<file path="src/rtl/i2c_tgt_pkg.sv">
package i2c_tgt_pkg;

  typedef enum logic [1:0] {
    PH_IDLE = 2'd0,
    PH_ADDR = 2'd1,
    PH_DATA = 2'd2
  } phase_e;

  localparam int CTL_W      = 3;
  localparam int CTL_ACK    = 0;
  localparam int CTL_LATE   = 1;
  localparam int CTL_STOPIE = 2;

endpackage

</file>
<file path="src/rtl/i2c_tgt_sync.sv">
module i2c_tgt_sync #(
  parameter int SYNC_STAGES = 2
) (
  input  logic clk,
  input  logic rst,
  input  logic scl_i,
  input  logic sda_i,
  output logic sda_lvl,
  output logic scl_rise,
  output logic scl_fall,
  output logic start_p,
  output logic stop_p
);

  localparam int LAST = SYNC_STAGES - 1;

  // one extra stage beyond the synchroniser gives the previous level
  logic [SYNC_STAGES:0] scl_sh;
  logic [SYNC_STAGES:0] sda_sh;

  always_ff @(posedge clk) begin
    if (rst) begin
      scl_sh <= '1;
      sda_sh <= '1;
    end else begin
      scl_sh <= {scl_sh[LAST:0], scl_i};
      sda_sh <= {sda_sh[LAST:0], sda_i};
    end
  end

  logic scl_now, scl_prev, sda_now, sda_prev;
  assign scl_now  = scl_sh[LAST];
  assign scl_prev = scl_sh[SYNC_STAGES];
  assign sda_now  = sda_sh[LAST];
  assign sda_prev = sda_sh[SYNC_STAGES];

  assign sda_lvl  = sda_now;
  assign scl_rise = scl_now & ~scl_prev;
  assign scl_fall = ~scl_now & scl_prev;
  assign start_p  = scl_now & scl_prev & sda_prev & ~sda_now;
  assign stop_p   = scl_now & scl_prev & ~sda_prev & sda_now;

endmodule

</file>
<file path="src/rtl/i2c_tgt_ctl.sv">
module i2c_tgt_ctl
  import i2c_tgt_pkg::*;
(
  input  logic             clk,
  input  logic             rst,
  input  logic             we,
  input  logic [CTL_W-1:0] wdata,
  output logic [CTL_W-1:0] q
);

  always_ff @(posedge clk) begin
    if (rst)     q <= '0;
    else if (we) q <= wdata;
  end


  ctl_hold_chk: assert property (@(posedge clk) disable iff (rst)
    !we |=> $stable(q));

endmodule

</file>
<file path="src/rtl/i2c_tgt_engine.sv">
module i2c_tgt_engine
  import i2c_tgt_pkg::*;
#(
  parameter int BYTE_W = 8
) (
  input  logic              clk,
  input  logic              rst,
  input  logic              sda_lvl,
  input  logic              scl_rise,
  input  logic              scl_fall,
  input  logic              start_p,
  input  logic              stop_p,
  input  logic [BYTE_W-2:0] own_addr,
  input  logic              hold_late,
  output phase_e            phase_q,
  output logic              wait_evt_q,
  output logic              in_ack_q,
  output logic              ack_force_q,
  output logic              ext_q,
  output logic              match_q,
  output logic [BYTE_W-1:0] rx_q
);

  localparam int CNT_W = $clog2(BYTE_W + 2);
  localparam logic [CNT_W-1:0] CNT_LAST = CNT_W'(BYTE_W);
  localparam logic [CNT_W-1:0] CNT_ACK  = CNT_W'(BYTE_W + 1);

  logic [CNT_W-1:0]  cnt_q;
  logic [BYTE_W-1:0] sh_q;

  logic ext_now, match_now;
  assign ext_now   = (sh_q[BYTE_W-1 -: 4] == 4'h0) || (sh_q[BYTE_W-1 -: 4] == 4'hF);
  assign match_now = !ext_now && (sh_q[BYTE_W-1:1] == own_addr);

  always_ff @(posedge clk) begin
    if (rst) begin
      phase_q     <= PH_IDLE;
      cnt_q       <= '0;
      sh_q        <= '0;
      rx_q        <= '0;
      in_ack_q    <= 1'b0;
      ack_force_q <= 1'b0;
      ext_q       <= 1'b0;
      match_q     <= 1'b0;
      wait_evt_q  <= 1'b0;
    end else begin
      wait_evt_q <= 1'b0;
      if (start_p) begin
        phase_q     <= PH_ADDR;
        cnt_q       <= '0;
        in_ack_q    <= 1'b0;
        ack_force_q <= 1'b0;
        ext_q       <= 1'b0;
        match_q     <= 1'b0;
      end else if (stop_p) begin
        phase_q     <= PH_IDLE;
        cnt_q       <= '0;
        in_ack_q    <= 1'b0;
        ack_force_q <= 1'b0;
      end else if (phase_q != PH_IDLE) begin
        if (scl_rise) begin
          if (cnt_q < CNT_LAST) sh_q <= {sh_q[BYTE_W-2:0], sda_lvl};
          if (cnt_q < CNT_ACK)  cnt_q <= cnt_q + 1'b1;
        end else if (scl_fall) begin
          if (cnt_q == CNT_LAST) begin
            rx_q <= sh_q;
            if (phase_q == PH_ADDR) begin
              if (ext_now) begin
                ext_q       <= 1'b1;
                in_ack_q    <= 1'b1;
                ack_force_q <= 1'b0;
                wait_evt_q  <= 1'b1;
              end else if (match_now) begin
                match_q     <= 1'b1;
                in_ack_q    <= 1'b1;
                ack_force_q <= 1'b1;
              end else begin
                phase_q <= PH_IDLE;
                cnt_q   <= '0;
              end
            end else begin
              in_ack_q    <= 1'b1;
              ack_force_q <= 1'b0;
              wait_evt_q  <= !hold_late;
            end
          end else if (cnt_q == CNT_ACK) begin
            cnt_q       <= '0;
            in_ack_q    <= 1'b0;
            ack_force_q <= 1'b0;
            if (phase_q == PH_ADDR) begin
              phase_q    <= PH_DATA;
              wait_evt_q <= match_q;
            end else begin
              wait_evt_q <= hold_late;
            end
          end
        end
      end
    end
  end


  idle_no_ack_chk: assert property (@(posedge clk) disable iff (rst)
    (phase_q == PH_IDLE) |-> !in_ack_q);


  force_only_match_chk: assert property (@(posedge clk) disable iff (rst)
    ack_force_q |-> (match_q && in_ack_q));


  ext_not_match_chk: assert property (@(posedge clk) disable iff (rst)
    !(ext_q && match_q));

endmodule

</file>
<file path="src/rtl/i2c_tgt_resp.sv">
module i2c_tgt_resp (
  input  logic clk,
  input  logic rst,
  input  logic wait_evt,
  input  logic in_ack,
  input  logic ack_force,
  input  logic ack_en,
  input  logic stop_p,
  input  logic stop_ie,
  input  logic wake_mode,
  input  logic release_p,
  input  logic status_clr,
  output logic scl_hold_q,
  output logic sda_low_q,
  output logic xfer_irq_q,
  output logic xfer_flag_q,
  output logic stop_irq_q
);

  always_ff @(posedge clk) begin
    if (rst) begin
      scl_hold_q  <= 1'b0;
      sda_low_q   <= 1'b0;
      xfer_irq_q  <= 1'b0;
      xfer_flag_q <= 1'b0;
      stop_irq_q  <= 1'b0;
    end else begin
      if (wait_evt)       scl_hold_q <= 1'b1;
      else if (release_p) scl_hold_q <= 1'b0;
      xfer_irq_q  <= wait_evt;
      xfer_flag_q <= wait_evt | (xfer_flag_q & ~status_clr);
      stop_irq_q  <= stop_p & stop_ie & ~wake_mode;
      sda_low_q   <= in_ack & (ack_force | ack_en);
    end
  end


  irq_pulse_chk: assert property (@(posedge clk) disable iff (rst)
    xfer_irq_q |=> !xfer_irq_q);


  flag_follows_irq_chk: assert property (@(posedge clk) disable iff (rst)
    xfer_irq_q |-> xfer_flag_q);


  hold_keep_chk: assert property (@(posedge clk) disable iff (rst)
    (scl_hold_q && !release_p) |=> scl_hold_q);


  irq_with_hold_chk: assert property (@(posedge clk) disable iff (rst)
    xfer_irq_q |-> scl_hold_q);

endmodule

</file>
<file path="src/rtl/i2c_tgt_waitctl.sv">
module i2c_tgt_waitctl
  import i2c_tgt_pkg::*;
#(
  parameter int BYTE_W      = 8,
  parameter int SYNC_STAGES = 2
) (
  input  logic              clk,
  input  logic              rst,
  input  logic              scl_i,
  input  logic              sda_i,
  output logic              scl_low_o,
  output logic              sda_low_o,
  input  logic [BYTE_W-2:0] own_addr_i,
  input  logic              ctl_we_i,
  input  logic [2:0]        ctl_wdata_i,
  output logic [2:0]        ctl_rdata_o,
  input  logic              wake_mode_i,
  input  logic              release_i,
  input  logic              status_clr_i,
  output logic              xfer_irq_o,
  output logic              xfer_flag_o,
  output logic              stop_irq_o,
  output logic [BYTE_W-1:0] rx_byte_o,
  output logic              ext_code_o,
  output logic              addr_hit_o
);

  logic sda_lvl, scl_rise, scl_fall, start_p, stop_p;
  logic [CTL_W-1:0] ctl_q;
  phase_e phase;
  logic wait_evt, in_ack, ack_force;

  i2c_tgt_sync #(.SYNC_STAGES(SYNC_STAGES)) sync_i (
    .clk(clk), .rst(rst), .scl_i(scl_i), .sda_i(sda_i),
    .sda_lvl(sda_lvl), .scl_rise(scl_rise), .scl_fall(scl_fall),
    .start_p(start_p), .stop_p(stop_p)
  );

  i2c_tgt_ctl ctl_i (
    .clk(clk), .rst(rst), .we(ctl_we_i), .wdata(ctl_wdata_i), .q(ctl_q)
  );

  i2c_tgt_engine #(.BYTE_W(BYTE_W)) eng_i (
    .clk(clk), .rst(rst), .sda_lvl(sda_lvl),
    .scl_rise(scl_rise), .scl_fall(scl_fall),
    .start_p(start_p), .stop_p(stop_p),
    .own_addr(own_addr_i), .hold_late(ctl_q[CTL_LATE]),
    .phase_q(phase), .wait_evt_q(wait_evt), .in_ack_q(in_ack),
    .ack_force_q(ack_force), .ext_q(ext_code_o), .match_q(addr_hit_o),
    .rx_q(rx_byte_o)
  );

  i2c_tgt_resp resp_i (
    .clk(clk), .rst(rst), .wait_evt(wait_evt), .in_ack(in_ack),
    .ack_force(ack_force), .ack_en(ctl_q[CTL_ACK]),
    .stop_p(stop_p), .stop_ie(ctl_q[CTL_STOPIE]), .wake_mode(wake_mode_i),
    .release_p(release_i), .status_clr(status_clr_i),
    .scl_hold_q(scl_low_o), .sda_low_q(sda_low_o),
    .xfer_irq_q(xfer_irq_o), .xfer_flag_q(xfer_flag_o),
    .stop_irq_q(stop_irq_o)
  );

  assign ctl_rdata_o = ctl_q;


  stop_irq_idle_chk: assert property (@(posedge clk) disable iff (rst)
    stop_irq_o |-> (phase == PH_IDLE));

endmodule

</file>
<file path="config.mk">
export PLATFORM = sky130hd
export DESIGN_NAME = i2c_tgt_waitctl
export DESIGN_NICKNAME = d
export VERILOG_FILES = /design/src/rtl/i2c_tgt_pkg.sv /design/src/rtl/i2c_tgt_sync.sv /design/src/rtl/i2c_tgt_ctl.sv /design/src/rtl/i2c_tgt_engine.sv /design/src/rtl/i2c_tgt_resp.sv /design/src/rtl/i2c_tgt_waitctl.sv
export SDC_FILE = /design/constraint.sdc
export NUM_CORES = 1
export LEC_CHECK = 0
export ABC_CLOCK_PERIOD_IN_PS = 2000
export CORE_ASPECT_RATIO = 0.7
export CORE_MARGIN = 4
export CORE_UTILIZATION = 61
export CTS_BUF_LIST = sky130_fd_sc_hd__clkbuf_16
export CTS_CLUSTER_DIAMETER = 30
export CTS_CLUSTER_SIZE = 24
export DETAILED_ROUTE_END_ITERATION = 8
export DONT_BUFFER_PORTS = 1
export GPL_TIMING_DRIVEN = 0
export PLACE_DENSITY = 0.78
export SLEW_MARGIN = 20
export SYNTH_ARGS = -nofsm -noshare
export SYNTH_HDL_FRONTEND = slang
export SYNTH_SLANG_ARGS = --single-unit
</file>
<file path="constraint.sdc">
create_clock -name clk -period 2 [get_ports clk]
set_input_delay 0.2 -clock clk [delete_from_list [all_inputs] [get_ports clk]]
set_output_delay 0.2 -clock clk [all_outputs]
set_load 0.02 [all_outputs]
</file>
==> impl_metrics.toml <==
[run_status]
outcome = "finished clean"

[timing]
clock.fmax_ghz = 0.5219
finalHoldViolations = 0
skew_ps = 3.584
slew_headroom = 0.6693
setup_violations = 0
fin_crit_sh = 0.9581
holdWs_ps = 19.63
period_needed_ps = 1916
tightest_slew_ps = 496.0
fin_tns_setup_ps = 0
rsz0062_at_grt = "false"
setup_slack_ps = 83.90
drv_slew = 0

[setup_path]
worst-path-buf-inv = 1
critical_path_class = "reg2reg"
r2r_slack_ps = 80
cpMaxStageDelayCell = "or3b_1"
ff2ff_path_depth = 7
r2r-start = "eng_i.cnt_q[0]$_SDFFE_PP0P_"
path_cells = "inv_1 > ha_1 > nand3b_1 > nor2_2 > nand2_1 > or3b_1 > a21oi_1"
critical-path-top-delay-family = "simple AND/OR/NAND/NOR gates"
crit_arrival_ps = 2120
startpoint_type = "flip-flop"
path_max_fanout = 6
critPathRequiredTime_ps = 2210
r2r_end = "eng_i.match_q$_SDFFE_PP0P_"
path_depth = 7
crit_path_end_kind = "flip-flop"
slowest_delay_ps = 370

[hold_path]
hold_path_class = "in2reg"
whs_path_depth = 1
hold_end = "sync_i.scl_sh[0]$_SDFF_PP1_"
min_from = "scl_i"

[die]
rows = 16
io_pins = 36
die-area_sq_um = 3953
initial_core_util = 0.6480
die_h_um = 53.82
die_width_um = 73.45
coreArea_sq_um = 2823

[place]
io_buffers = 0
place_hpwl_um = 2820
gp_congestion = 0.8662
post-place-ws_ps = 117.9

[yosys]
synth_area_leaders = "dfxtp_1, mux2i_1, nor2_1"
syn_nets = 219
async_reset_ff_frac = 0
ys_warn_count = 0
synth_area_per_cell_sq_um = 9.239
post-synth-top-area-fraction = 0.4487
yosysUniqueCellTypes = 46
seq_area_frac_synth = 0.4487
netlist_area_sq_um = 1829
ys_dominant_reg_cell = "dfxtp_1"
synth_top_area_cell = "dfxtp_1"
synthCells = 198
synth-edff-count = 0
synth_seq_cells = 41

[global_routing]
grt_first_pass_wirelength_um = 6354
antenna_found_initial = 0
grt_overflow_total = 0
first_global_vias = 1358
grt_max_degree = 13
grt_usage = 0.2146

[cts]
cts_tree = "yes"
cts_hold_buf = 0
cts_buffer_depth = 2
cts_made_buffers = 5
htreeDepth = 2
cts_resized = 0
cts.root.buffer_cell = "clkbuf_16"
cts.sinks = 41
clkLatencyLatePin_ps = 280
clk_pin_slew_ps = 60
cts_setup_buffers = 0

[final_layout]
syn_to_final_growth_pct = 11.49
final_cell_mix = "dfxtp_1, nor2_1, mux2i_1"
antenna_cells = 0
drive_gt1_frac = 0.1019
nets = 226
nFillCells = 199
layout_commonest_cell = "dfxtp_1"

[drt]
viasPerCell = 5.818
drtAntennaViolNets = 0
dr.pass1.iters = 4
wirelength_um = 3809
wl_per_cell_um = 15.74
drt-initial-drc-count = 174
drc = 0
vias = 1408

[power]
peakVddDrop_uv = 536.9
p_leak_uw = 0.0008308
cellPowerDensity_nw_per_um2 = 875.7
power.total_uw = 1786

[job]
cap_violations = 0
[kinds of logic after synthesis]
| logic type | after synthesis | share of synthesized area |
|---|---|---|
| mux | 18 | 0.09849 |
| simple gates | 80 | 0.2237 |
| flops | 41 | 0.4487 |
| fa+ha+maj | 3 | 0.02052 |
| buf+inv | 14 | 0.03557 |
| xor+xnor | 8 | 0.03831 |
| compound gates | 34 | 0.1347 |
[synth_stat cells (2+ instances only)]
| cell | instances |
|---|---|
| xnor2_1 | 7 |
| nand2b_1 | 6 |
| or2_2 | 5 |
| inv_1 | 7 |
| o211ai_1 | 3 |
| nor2_1 | 30 |
| a31oi_1 | 2 |
| nand4_1 | 2 |
| mux2i_1 | 18 |
| o21ai_1 | 2 |
| o31ai_1 | 3 |
| clkbuf_1 | 3 |
| o21ai_0 | 2 |
| or3b_1 | 2 |
| nor3_1 | 4 |
| nand2_1 | 13 |
| buf_4 | 3 |
| nand3_1 | 4 |
| ha_1 | 3 |
| a21oi_1 | 11 |
| dfxtp_1 | 41 |
| nor2b_1 | 3 |
[final cells by class]
type,instances,area (sq um),area share
plain buffers,7,38.79,0.01902
clock buffers,5,125.1,0.06135
clock inverters,3,37.54,0.01840
inverters,7,26.28,0.01288
multi-input cells,143,945.9,0.4638
flip-flops and latches,41,820.8,0.4025
well taps,36,45.04,0.02209
[per-stage QoR]
stage | util | cell area, sq um | instances
6_report | 0.7225 | 2039 | 242
5_1_grt | 0.7225 | 2039 | 242
4_1_cts | 0.7216 | 2037 | 242
3_5_place_dp | 0.6640 | 1874 | 234
3_3_place_gp | 0.6640 | 1874 | 234
2_1_floorplan | - | 1829 | 198
[routing by layer]
metal,vias up,part of all wire,track usage
met2,54,0.45,0.3279
met4,0,0.0066,0.05723
li1,705,-,-
met3,2,0.087,0.08209
met1,647,0.46,0.2852
met5,-,0,0
[worst max path at each step]
stage / from / endpoint / slack, ps
2_1_floorplan: eng_i.cnt_q[0]$_SDFFE_PP0P_ / eng_i.match_q$_SDFFE_PP0P_ / 390
3_3_place_gp: eng_i.cnt_q[0]$_SDFFE_PP0P_ / eng_i.match_q$_SDFFE_PP0P_ / 180
3_5_place_dp: eng_i.cnt_q[0]$_SDFFE_PP0P_ / eng_i.match_q$_SDFFE_PP0P_ / 120
4_1_cts: eng_i.cnt_q[0]$_SDFFE_PP0P_ / eng_i.match_q$_SDFFE_PP0P_ / 90
5_1_grt: eng_i.cnt_q[0]$_SDFFE_PP0P_ / eng_i.match_q$_SDFFE_PP0P_ / 0.8
6_report: eng_i.cnt_q[0]$_SDFFE_PP0P_ / eng_i.match_q$_SDFFE_PP0P_ / 80
[worst register-to-register path, stage by stage (launching register included)]
cell and delay (ps):
dfxtp_1 350, inv_1 110, ha_1 260, nand3b_1 250, nor2_2 230, nand2_1 130, or3b_1 370, a21oi_1 160
[sequential cells by signal, indices dropped and copies added (netlist names), 2 cells and up]
| signal | flops |
|---|---|
| eng_i.rx_q | 8 |
| eng_i.sh_q | 8 |
| eng_i.cnt_q | 4 |
| ctl_i.q | 3 |
| sync_i.scl_sh | 3 |
| sync_i.sda_sh | 3 |
| eng_i.phase_q | 2 |
[power by group]
group / internal, uW / switching, uW / leakage (uW)
sequential: 827 / 8.58 / 0.000332
clock: 579 / 298 / 0.0000826
combinational: 27.5 / 45.6 / 0.000416
No activity file was read; power rests on OpenSTA's default activity.
